===== src/rtl/bt_pkg.sv =====
package bt_pkg;
    typedef enum logic [1:0] {
        EV_NONE  = 2'b00,
        EV_FILL  = 2'b01,
        EV_DRAIN = 2'b10,
        EV_BOTH  = 2'b11
    } bt_event_e;
endpackage


===== src/rtl/bt_chan.sv =====
module bt_chan
    import bt_pkg::*;
#(
    parameter int AW = 12,
    parameter int OW = AW + 4
) (
    input  logic          clk,
    input  logic          rst_n,
    input  logic          cfg_hit,
    input  logic          cfg_en,
    input  logic [AW-1:0] cfg_start,
    input  logic [AW-1:0] cfg_end,
    input  logic [OW-1:0] cfg_thr,
    input  logic          fill_hit,
    input  logic          fill_last,
    input  logic          drain_hit,
    input  logic          ack_hit,
    output logic [AW-1:0] wptr,
    output logic [AW+2:0] rptr,
    output logic          below,
    output logic          ready,
    output logic          outst
);
    typedef struct packed {
        logic          en;
        logic [AW-1:0] first;
        logic [AW-1:0] last;
        logic [OW-1:0] thr;
        logic [AW-1:0] wptr;
        logic [AW+2:0] rptr;
        logic [OW-1:0] occ;
        logic          outst;
    } chan_st_t;

    chan_st_t  st_q, st_d;
    logic [AW:0]   span;
    logic [OW-1:0] cap;
    logic          fill_ok, drain_ok;
    bt_event_e     ev;

    always_comb begin
        st_d     = st_q;
        span     = {1'b0, st_q.last} - {1'b0, st_q.first} + {{AW{1'b0}}, 1'b1};
        cap      = OW'(span) << 3;
        fill_ok  = fill_hit && st_q.en && (({1'b0, st_q.occ} + (OW+1)'(8)) <= {1'b0, cap});
        drain_ok = drain_hit && st_q.en && (st_q.occ != '0);
        ev       = bt_event_e'({drain_ok, fill_ok});
        case (ev)
            EV_FILL:  st_d.occ = st_q.occ + OW'(8);
            EV_DRAIN: st_d.occ = st_q.occ - OW'(1);
            EV_BOTH:  st_d.occ = st_q.occ + OW'(7);
            default:  st_d.occ = st_q.occ;
        endcase
        if (fill_ok)
            st_d.wptr = (st_q.wptr == st_q.last) ? st_q.first : st_q.wptr + AW'(1);
        if (drain_ok)
            st_d.rptr = (st_q.rptr == {st_q.last, 3'b111}) ? {st_q.first, 3'b000}
                                                           : st_q.rptr + (AW+3)'(1);
        if (fill_hit && fill_last)
            st_d.outst = 1'b0;
        if (ack_hit)
            st_d.outst = 1'b1;
        if (cfg_hit) begin
            st_d.en    = cfg_en;
            st_d.first = cfg_start;
            st_d.last  = cfg_end;
            st_d.thr   = cfg_thr;
            st_d.wptr  = cfg_start;
            st_d.rptr  = {cfg_start, 3'b000};
            st_d.occ   = '0;
            st_d.outst = 1'b0;
        end
    end

    always_ff @(posedge clk or negedge rst_n) begin
        if (!rst_n) st_q <= '0;
        else        st_q <= st_d;
    end

    assign wptr  = st_q.wptr;
    assign rptr  = st_q.rptr;
    assign below = st_q.en && (st_q.occ < st_q.thr);
    assign ready = st_q.en && (st_q.occ >= st_q.thr);
    assign outst = st_q.outst;

    // buffered bytes never exceed the region size
    a_r3_no_overflow: assert property (@(posedge clk) disable iff (!rst_n)
        st_q.en |-> ({1'b0, st_q.occ} <= {1'b0, cap}));
    // read pointer stays inside the region
    a_r4_rptr_in_region: assert property (@(posedge clk) disable iff (!rst_n)
        st_q.en |-> (st_q.rptr[AW+2:3] >= st_q.first && st_q.rptr[AW+2:3] <= st_q.last));
    // drain on an empty channel leaves the read pointer alone
    a_r4_empty_drain: assert property (@(posedge clk) disable iff (!rst_n)
        (drain_hit && !cfg_hit && st_q.occ == '0) |=> $stable(st_q.rptr));
    // configuration empties the channel
    a_r2_cfg_empties: assert property (@(posedge clk) disable iff (!rst_n)
        cfg_hit |=> (st_q.occ == '0 && !st_q.outst));
endmodule


===== src/rtl/bt_rr_pick.sv =====
module bt_rr_pick #(
    parameter int CH_W = 3,
    localparam int N   = 1 << CH_W
) (
    input  logic [N-1:0]    elig,
    input  logic [CH_W-1:0] last,
    output logic            any,
    output logic [CH_W-1:0] pick
);
    always_comb begin
        any  = 1'b0;
        pick = '0;
        for (int k = 1; k <= N; k++) begin
            if (!any && elig[last + CH_W'(k)]) begin
                any  = 1'b1;
                pick = last + CH_W'(k);
            end
        end
    end
endmodule


===== src/rtl/bt_threshold_requester.sv =====
module bt_threshold_requester #(
    parameter int CH_W   = 3,
    parameter int AW     = 12,
    localparam int NUM_CH = 1 << CH_W,
    localparam int OW     = AW + 4
) (
    input  logic              clk,
    input  logic              rst_n,
    input  logic              cfg_we,
    input  logic [CH_W-1:0]   cfg_ch,
    input  logic              cfg_en,
    input  logic [AW-1:0]     cfg_start,
    input  logic [AW-1:0]     cfg_end,
    input  logic [OW-1:0]     cfg_thresh,
    input  logic              fill_valid,
    input  logic [CH_W-1:0]   fill_ch,
    input  logic              fill_last,
    output logic [AW-1:0]     fill_addr,
    input  logic              drain_valid,
    input  logic [CH_W-1:0]   drain_ch,
    output logic [AW+2:0]     drain_addr,
    output logic              req_valid,
    output logic [CH_W-1:0]   req_ch,
    input  logic              req_ack,
    output logic [NUM_CH-1:0] start_ok
);
    typedef struct packed {
        logic            valid;
        logic [CH_W-1:0] ch;
        logic [CH_W-1:0] last;
    } req_st_t;

    req_st_t q, d;
    logic [AW-1:0]     wptr_a [NUM_CH];
    logic [AW+2:0]     rptr_a [NUM_CH];
    logic [NUM_CH-1:0] below, outst, elig;
    logic              any, ack_fire;
    logic [CH_W-1:0]   pick;

    assign ack_fire = q.valid && req_ack;

    for (genvar i = 0; i < NUM_CH; i++) begin : g_ch
        bt_chan #(.AW(AW), .OW(OW)) u_chan (
            .clk       (clk),
            .rst_n     (rst_n),
            .cfg_hit   (cfg_we && cfg_ch == CH_W'(i)),
            .cfg_en    (cfg_en),
            .cfg_start (cfg_start),
            .cfg_end   (cfg_end),
            .cfg_thr   (cfg_thresh),
            .fill_hit  (fill_valid && fill_ch == CH_W'(i)),
            .fill_last (fill_last),
            .drain_hit (drain_valid && drain_ch == CH_W'(i)),
            .ack_hit   (ack_fire && q.ch == CH_W'(i)),
            .wptr      (wptr_a[i]),
            .rptr      (rptr_a[i]),
            .below     (below[i]),
            .ready     (start_ok[i]),
            .outst     (outst[i])
        );
        assign elig[i] = below[i] && !outst[i] && !(cfg_we && cfg_ch == CH_W'(i));
    end

    bt_rr_pick #(.CH_W(CH_W)) u_pick (
        .elig (elig),
        .last (q.last),
        .any  (any),
        .pick (pick)
    );

    always_comb begin
        d = q;
        if (ack_fire)
            d.valid = 1'b0;
        if (q.valid && cfg_we && cfg_ch == q.ch)
            d.valid = 1'b0;
        if (!q.valid && any) begin
            d.valid = 1'b1;
            d.ch    = pick;
            d.last  = pick;
        end
    end

    always_ff @(posedge clk or negedge rst_n) begin
        if (!rst_n) q <= '{valid: 1'b0, ch: '0, last: '1};
        else        q <= d;
    end

    assign req_valid  = q.valid;
    assign req_ch     = q.ch;
    assign fill_addr  = wptr_a[fill_ch];
    assign drain_addr = rptr_a[drain_ch];

    // an unacknowledged request is held steady
    a_r6_req_held: assert property (@(posedge clk) disable iff (!rst_n)
        (q.valid && !req_ack && !(cfg_we && cfg_ch == q.ch)) |=> (q.valid && $stable(q.ch)));
    // no request for a channel with a fetch outstanding
    a_r7_no_dup: assert property (@(posedge clk) disable iff (!rst_n)
        q.valid |-> !outst[q.ch]);
    // configuring the requesting channel withdraws the request
    a_r9_cfg_withdraw: assert property (@(posedge clk) disable iff (!rst_n)
        (q.valid && cfg_we && cfg_ch == q.ch && !req_ack) |=> !q.valid);
endmodule


===== config.mk =====
export PLATFORM = sky130hd
export DESIGN_NAME = bt_threshold_requester
export DESIGN_NICKNAME = d
export VERILOG_FILES = /design/src/rtl/bt_pkg.sv /design/src/rtl/bt_chan.sv /design/src/rtl/bt_rr_pick.sv /design/src/rtl/bt_threshold_requester.sv
export SDC_FILE = /design/constraint.sdc
export NUM_CORES = 2
export LEC_CHECK = 0
export ABC_CLOCK_PERIOD_IN_PS = 7400
export BUFFER_PORTS_ARGS = -buffer_cell sky130_fd_sc_hd__buf_2
export CAP_MARGIN = 20
export CORE_ASPECT_RATIO = 0.5
export CORE_MARGIN = 5
export CORE_UTILIZATION = 60
export CTS_BUF_LIST = sky130_fd_sc_hd__clkbuf_8
export DETAILED_ROUTE_END_ITERATION = 6
export GPL_TIMING_DRIVEN = 1
export PLACE_DENSITY = 0.8
export SYNTH_ARGS = -nofsm -noshare
export SYNTH_HDL_FRONTEND = slang
export SYNTH_SLANG_ARGS = --single-unit

===== constraint.sdc =====
create_clock -name clk -period 7.4 [get_ports clk]
set_input_delay 0 -clock clk [delete_from_list [all_inputs] [get_ports clk]]
set_output_delay 0 -clock clk [all_outputs]
set_load 0.05 [all_outputs]

==> impl_metrics.xml <==
<?xml version="1.0" encoding="UTF-8"?>
<metrics>
  <group name="timing">
    <metric name="post-route-worst-setup-slack" unit="ns">0.401</metric>
    <metric name="finalHoldViolCount" unit="">0</metric>
    <metric name="min_period_over_period" unit="%">94.6</metric>
    <metric name="max-slew-margin-rel" unit="%">18.4</metric>
    <metric name="final_period_minus_worst_setup_slack" unit="ns">7.00</metric>
    <metric name="worst_hold_slack" unit="ns">0.0739</metric>
    <metric name="max_freq" unit="GHz">0.143</metric>
    <metric name="worst_slew_pin_slew" unit="ns">1.22</metric>
    <metric name="fin_setup_tns" unit="ns">0</metric>
    <metric name="max_slew_violation_total_from_the_final_report" unit="">0</metric>
    <metric name="timing.clock.skew" unit="ns">0.0363</metric>
    <metric name="final-setup-viol-count" unit="">0</metric>
  </group>
  <group name="floorplanning">
    <metric name="die_height" unit="um">222</metric>
    <metric name="initial_utilization" unit="%">60.9</metric>
    <metric name="row_count" unit="">77</metric>
    <metric name="die-area" unit="um2">96700</metric>
    <metric name="floorplan.die.width" unit="um">435</metric>
    <metric name="design.portCount" unit="">96</metric>
    <metric name="design.core.area" unit="um2">88900</metric>
  </group>
  <group name="synthesis">
    <metric name="yosysWarningCount" unit="">0</metric>
    <metric name="ys_types" unit="">100</metric>
    <metric name="synth-edff-count" unit="">0</metric>
    <metric name="yosys_most_used_dff" unit="">sky130_fd_sc_hd__dfrtp_1</metric>
    <metric name="syn-cell-area" unit="um2">54100</metric>
    <metric name="mappedNetlistNets" unit="">7112</metric>
    <metric name="synth-seq-cells" unit="">687</metric>
    <metric name="post_synthesis_async_set_or_reset_flop_share" unit="%">100</metric>
    <metric name="synth_area_per_cell" unit="um2">8.36</metric>
    <metric name="seq_area_frac_synth" unit="%">31.8</metric>
    <metric name="postSynthCellCount" unit="">6477</metric>
  </group>
  <group name="layout">
    <metric name="final_cells" unit="">7768</metric>
    <metric name="layout_common_cells" unit="">997 x sky130_fd_sc_hd__nand2_1, 684 x sky130_fd_sc_hd__dfrtp_1, 570 x sky130_fd_sc_hd__ha_1, 565 x sky130_fd_sc_hd__o21ai_0, 464 x sky130_fd_sc_hd__a21oi_1</metric>
    <metric name="finish.net_count" unit="">7114</metric>
    <metric name="layout_commonest_cell" unit="">sky130_fd_sc_hd__nand2_1</metric>
    <metric name="postLayoutCoreUtil" unit="%">65.6</metric>
    <metric name="drive_above_1_share" unit="%">7.58</metric>
    <metric name="final_area" unit="um2">58300</metric>
    <metric name="area.growth.synth_to_final" unit="%">7.66</metric>
  </group>
  <group name="routing">
    <metric name="drc" unit="">0</metric>
    <metric name="avgRoutedWirePerCell" unit="um">25.0</metric>
    <metric name="route.vias.total" unit="">51423</metric>
    <metric name="route.top_layer_used" unit="">met5</metric>
    <metric name="route.layer.met1.wl" unit="um">76100</metric>
    <metric name="route.met2.wl" unit="um">75900</metric>
    <metric name="routed_wirelength" unit="um">194000</metric>
    <metric name="routed-wl-met3" unit="um">30900</metric>
    <metric name="drt-initial-drc-count" unit="">8108</metric>
    <metric name="drtPass1Iterations" unit="">7</metric>
    <metric name="ant_nets" unit="">0</metric>
    <metric name="avgViaCountPerCell" unit="">6.62</metric>
  </group>
  <group name="global_route">
    <metric name="grt_pass1_wl" unit="um">291000</metric>
    <metric name="residual_overflow_from_global_routing" unit="">0</metric>
    <metric name="maximum_number_of_pins_on_one_net_before_global_route_repair" unit="">129</metric>
    <metric name="grt_pass1_vias" unit="">48592</metric>
    <metric name="grt_util_all_layers" unit="%">38.8</metric>
    <metric name="antenna_violations_before_repair" unit="">20</metric>
  </group>
  <group name="clock_tree">
    <metric name="cts_tree" unit="">done</metric>
    <metric name="numCtsBuffers" unit="">105</metric>
    <metric name="cts_num_sinks" unit="">687</metric>
    <metric name="worstSkewPairLatency" unit="ns">0.82</metric>
    <metric name="cts-root-buf" unit="">sky130_fd_sc_hd__clkbuf_8</metric>
    <metric name="cts.clk_slew.worst_paths" unit="ns">0.07</metric>
    <metric name="cts_htree_levels" unit="">3</metric>
    <metric name="largest_buffer_count_on_any_clock_path" unit="">3</metric>
  </group>
  <group name="power">
    <metric name="p_leak" unit="nW">27.5</metric>
    <metric name="finalPower" unit="mW">20.9</metric>
    <metric name="power.density_cell_area" unit="nW/um2">359</metric>
    <metric name="vdd_ir_drop_max" unit="V">0.000153</metric>
  </group>
  <group name="setup_path">
    <metric name="cp_slowest_cell" unit="">sky130_fd_sc_hd__a2111oi_1</metric>
    <metric name="timing.critical_path.fanout_max" unit="">9</metric>
    <metric name="worst_path_most_repeated_cell" unit="">sky130_fd_sc_hd__a21o_1</metric>
    <metric name="cp_slowest_stage_delay" unit="ns">0.47</metric>
    <metric name="setup.worst_path.start_class" unit="">register</metric>
    <metric name="worstPathArrival" unit="ns">7.62</metric>
    <metric name="cp-end-kind" unit="">register</metric>
    <metric name="setup_crit_path_kind" unit="">register to register</metric>
    <metric name="cp.required" unit="ns">8.03</metric>
  </group>
  <group name="hold_path">
    <metric name="hold_path.class" unit="">input pin to register</metric>
  </group>
  <group name="job">
    <metric name="max-cap-violations" unit="">0</metric>
  </group>
  <group name="placed_design">
    <metric name="post-dp-hpwl" unit="um">141000</metric>
    <metric name="buffer_ports.inserted" unit="">95</metric>
    <metric name="dp_slack" unit="ns">0.0589</metric>
    <metric name="dp_cells" unit="">7488</metric>
    <metric name="gp_congestion" unit="">1.08</metric>
    <metric name="detailed_place.area" unit="um2">55200</metric>
  </group>
  <group name="run_status">
    <metric name="outcome" unit="">finished clean</metric>
  </group>
</metrics>
## what timing repair did
item,in CTS,in global routing
hold buffers,60,0
buffers inserted,0,5
resized for setup,1,37
pin swaps,0,5
hold endpoints to repair,836,0
setup endpoints to repair,1,23
## path summary, 6_finish.rpt
kind	start	end	slack, ns	depth (start not counted)
max	g_ch[4].u_chan.st_q[61]	g_ch[4].u_chan.st_q[15]	0.40	34
min	fill_valid	g_ch[5].u_chan.outst	0.07	6
max reg2reg	g_ch[4].u_chan.st_q[61]	g_ch[4].u_chan.st_q[15]	0.40	34
min reg2reg	g_ch[0].u_chan.st_q[44]	g_ch[0].u_chan.st_q[44]	0.49	2
max in group asynchronous	rst_n	g_ch[0].u_chan.st_q[50]	5.41	5
min in group asynchronous	rst_n	g_ch[6].u_chan.st_q[9]	0.34	4
## sequential cells by signal, summed over array words and instances (netlist names)
| name | flops |
|---|---|
| g_ch.u_chan.outst | 8 |
| g_ch.u_chan.rptr | 120 |
| g_ch.u_chan.st_q | 456 |
| g_ch.u_chan.wptr | 96 |
| q | 3 |
| req_ch | 3 |
| req_valid | 1 |
## area by class of cell
type / count / area [um2]
inverter: 381 / 1430
multi-input combinational: 5081 / 34300
timing repair buffer: 223 / 1650
clock inverter: 50 / 300
tap: 1185 / 1480
antenna: 23 / 57.6
clock buffer: 138 / 1900
fill: 7264 / 30600
sequential: 687 / 17200
## synth_stat cells (15+ instances only)
cell,instances,area [um2]
sky130_fd_sc_hd__nand2_1,1003,3760
sky130_fd_sc_hd__dfrtp_1,684,17100
sky130_fd_sc_hd__o21ai_0,571,2860
sky130_fd_sc_hd__ha_1,570,7130
sky130_fd_sc_hd__a21oi_1,470,2350
sky130_fd_sc_hd__nor2_1,390,1460
sky130_fd_sc_hd__inv_1,379,1420
sky130_fd_sc_hd__xor2_1,369,3230
sky130_fd_sc_hd__clkbuf_1,222,833
sky130_fd_sc_hd__xnor2_1,192,1680
sky130_fd_sc_hd__nand3_1,181,906
sky130_fd_sc_hd__nand4_1,118,738
sky130_fd_sc_hd__nor3_1,102,510
sky130_fd_sc_hd__a211oi_1,92,691
sky130_fd_sc_hd__and3_1,92,576
sky130_fd_sc_hd__a21o_1,88,661
sky130_fd_sc_hd__o21a_1,67,503
sky130_fd_sc_hd__o22ai_1,65,407
sky130_fd_sc_hd__a31oi_1,62,388
sky130_fd_sc_hd__nor4_1,57,357
sky130_fd_sc_hd__mux4_2,55,1240
sky130_fd_sc_hd__nor2b_1,53,332
sky130_fd_sc_hd__nand2b_1,43,269
sky130_fd_sc_hd__mux2i_1,37,370
sky130_fd_sc_hd__mux2_2,33,372
sky130_fd_sc_hd__buf_4,31,233
sky130_fd_sc_hd__and2_1,30,188
sky130_fd_sc_hd__buf_1,30,113
sky130_fd_sc_hd__buf_2,29,145
sky130_fd_sc_hd__o211ai_1,23,173
sky130_fd_sc_hd__or3_1,22,138
sky130_fd_sc_hd__a41oi_1,21,184
sky130_fd_sc_hd__and4_1,19,166
sky130_fd_sc_hd__nand4b_1,15,131
## report_power, final
part	internal, mW	switching (mW)
clock network	1.77	1.70
registers	4.70	1.93
logic	4.68	6.18
total	11.1	9.81
## routing by layer
layer  global-route usage (%)  up-vias
met5                     1.61        -
met4                     19.2       12
met3                     17.0      670
met2                     52.9     3328
met1                     52.1    24535
li1                         -    22878
## critical path: cells and delay by family, from the launching register on
kind                     cells  cell delay (ns)
AO/OA/AOI/OAI               19             3.72
buffers and inverters        3             0.18
flip-flops                   1             0.40
XOR/XNOR                     1             0.09
AND/OR/NAND/NOR              6             1.04
adder cells (fa/ha/maj)      5             1.36
## cells by family after synthesis
family / count (synthesis) / synth area share (%)
AO/OA/AOI/OAI: 1619 / 17.8
XOR/XNOR: 561 / 9.07
adder cells (fa/ha/maj): 578 / 13.5
buffers and inverters: 709 / 5.33
flip-flops: 687 / 31.8
multiplexers: 128 / 3.78
AND/OR/NAND/NOR: 2195 / 18.8
(Power assumes the default switching activity.)
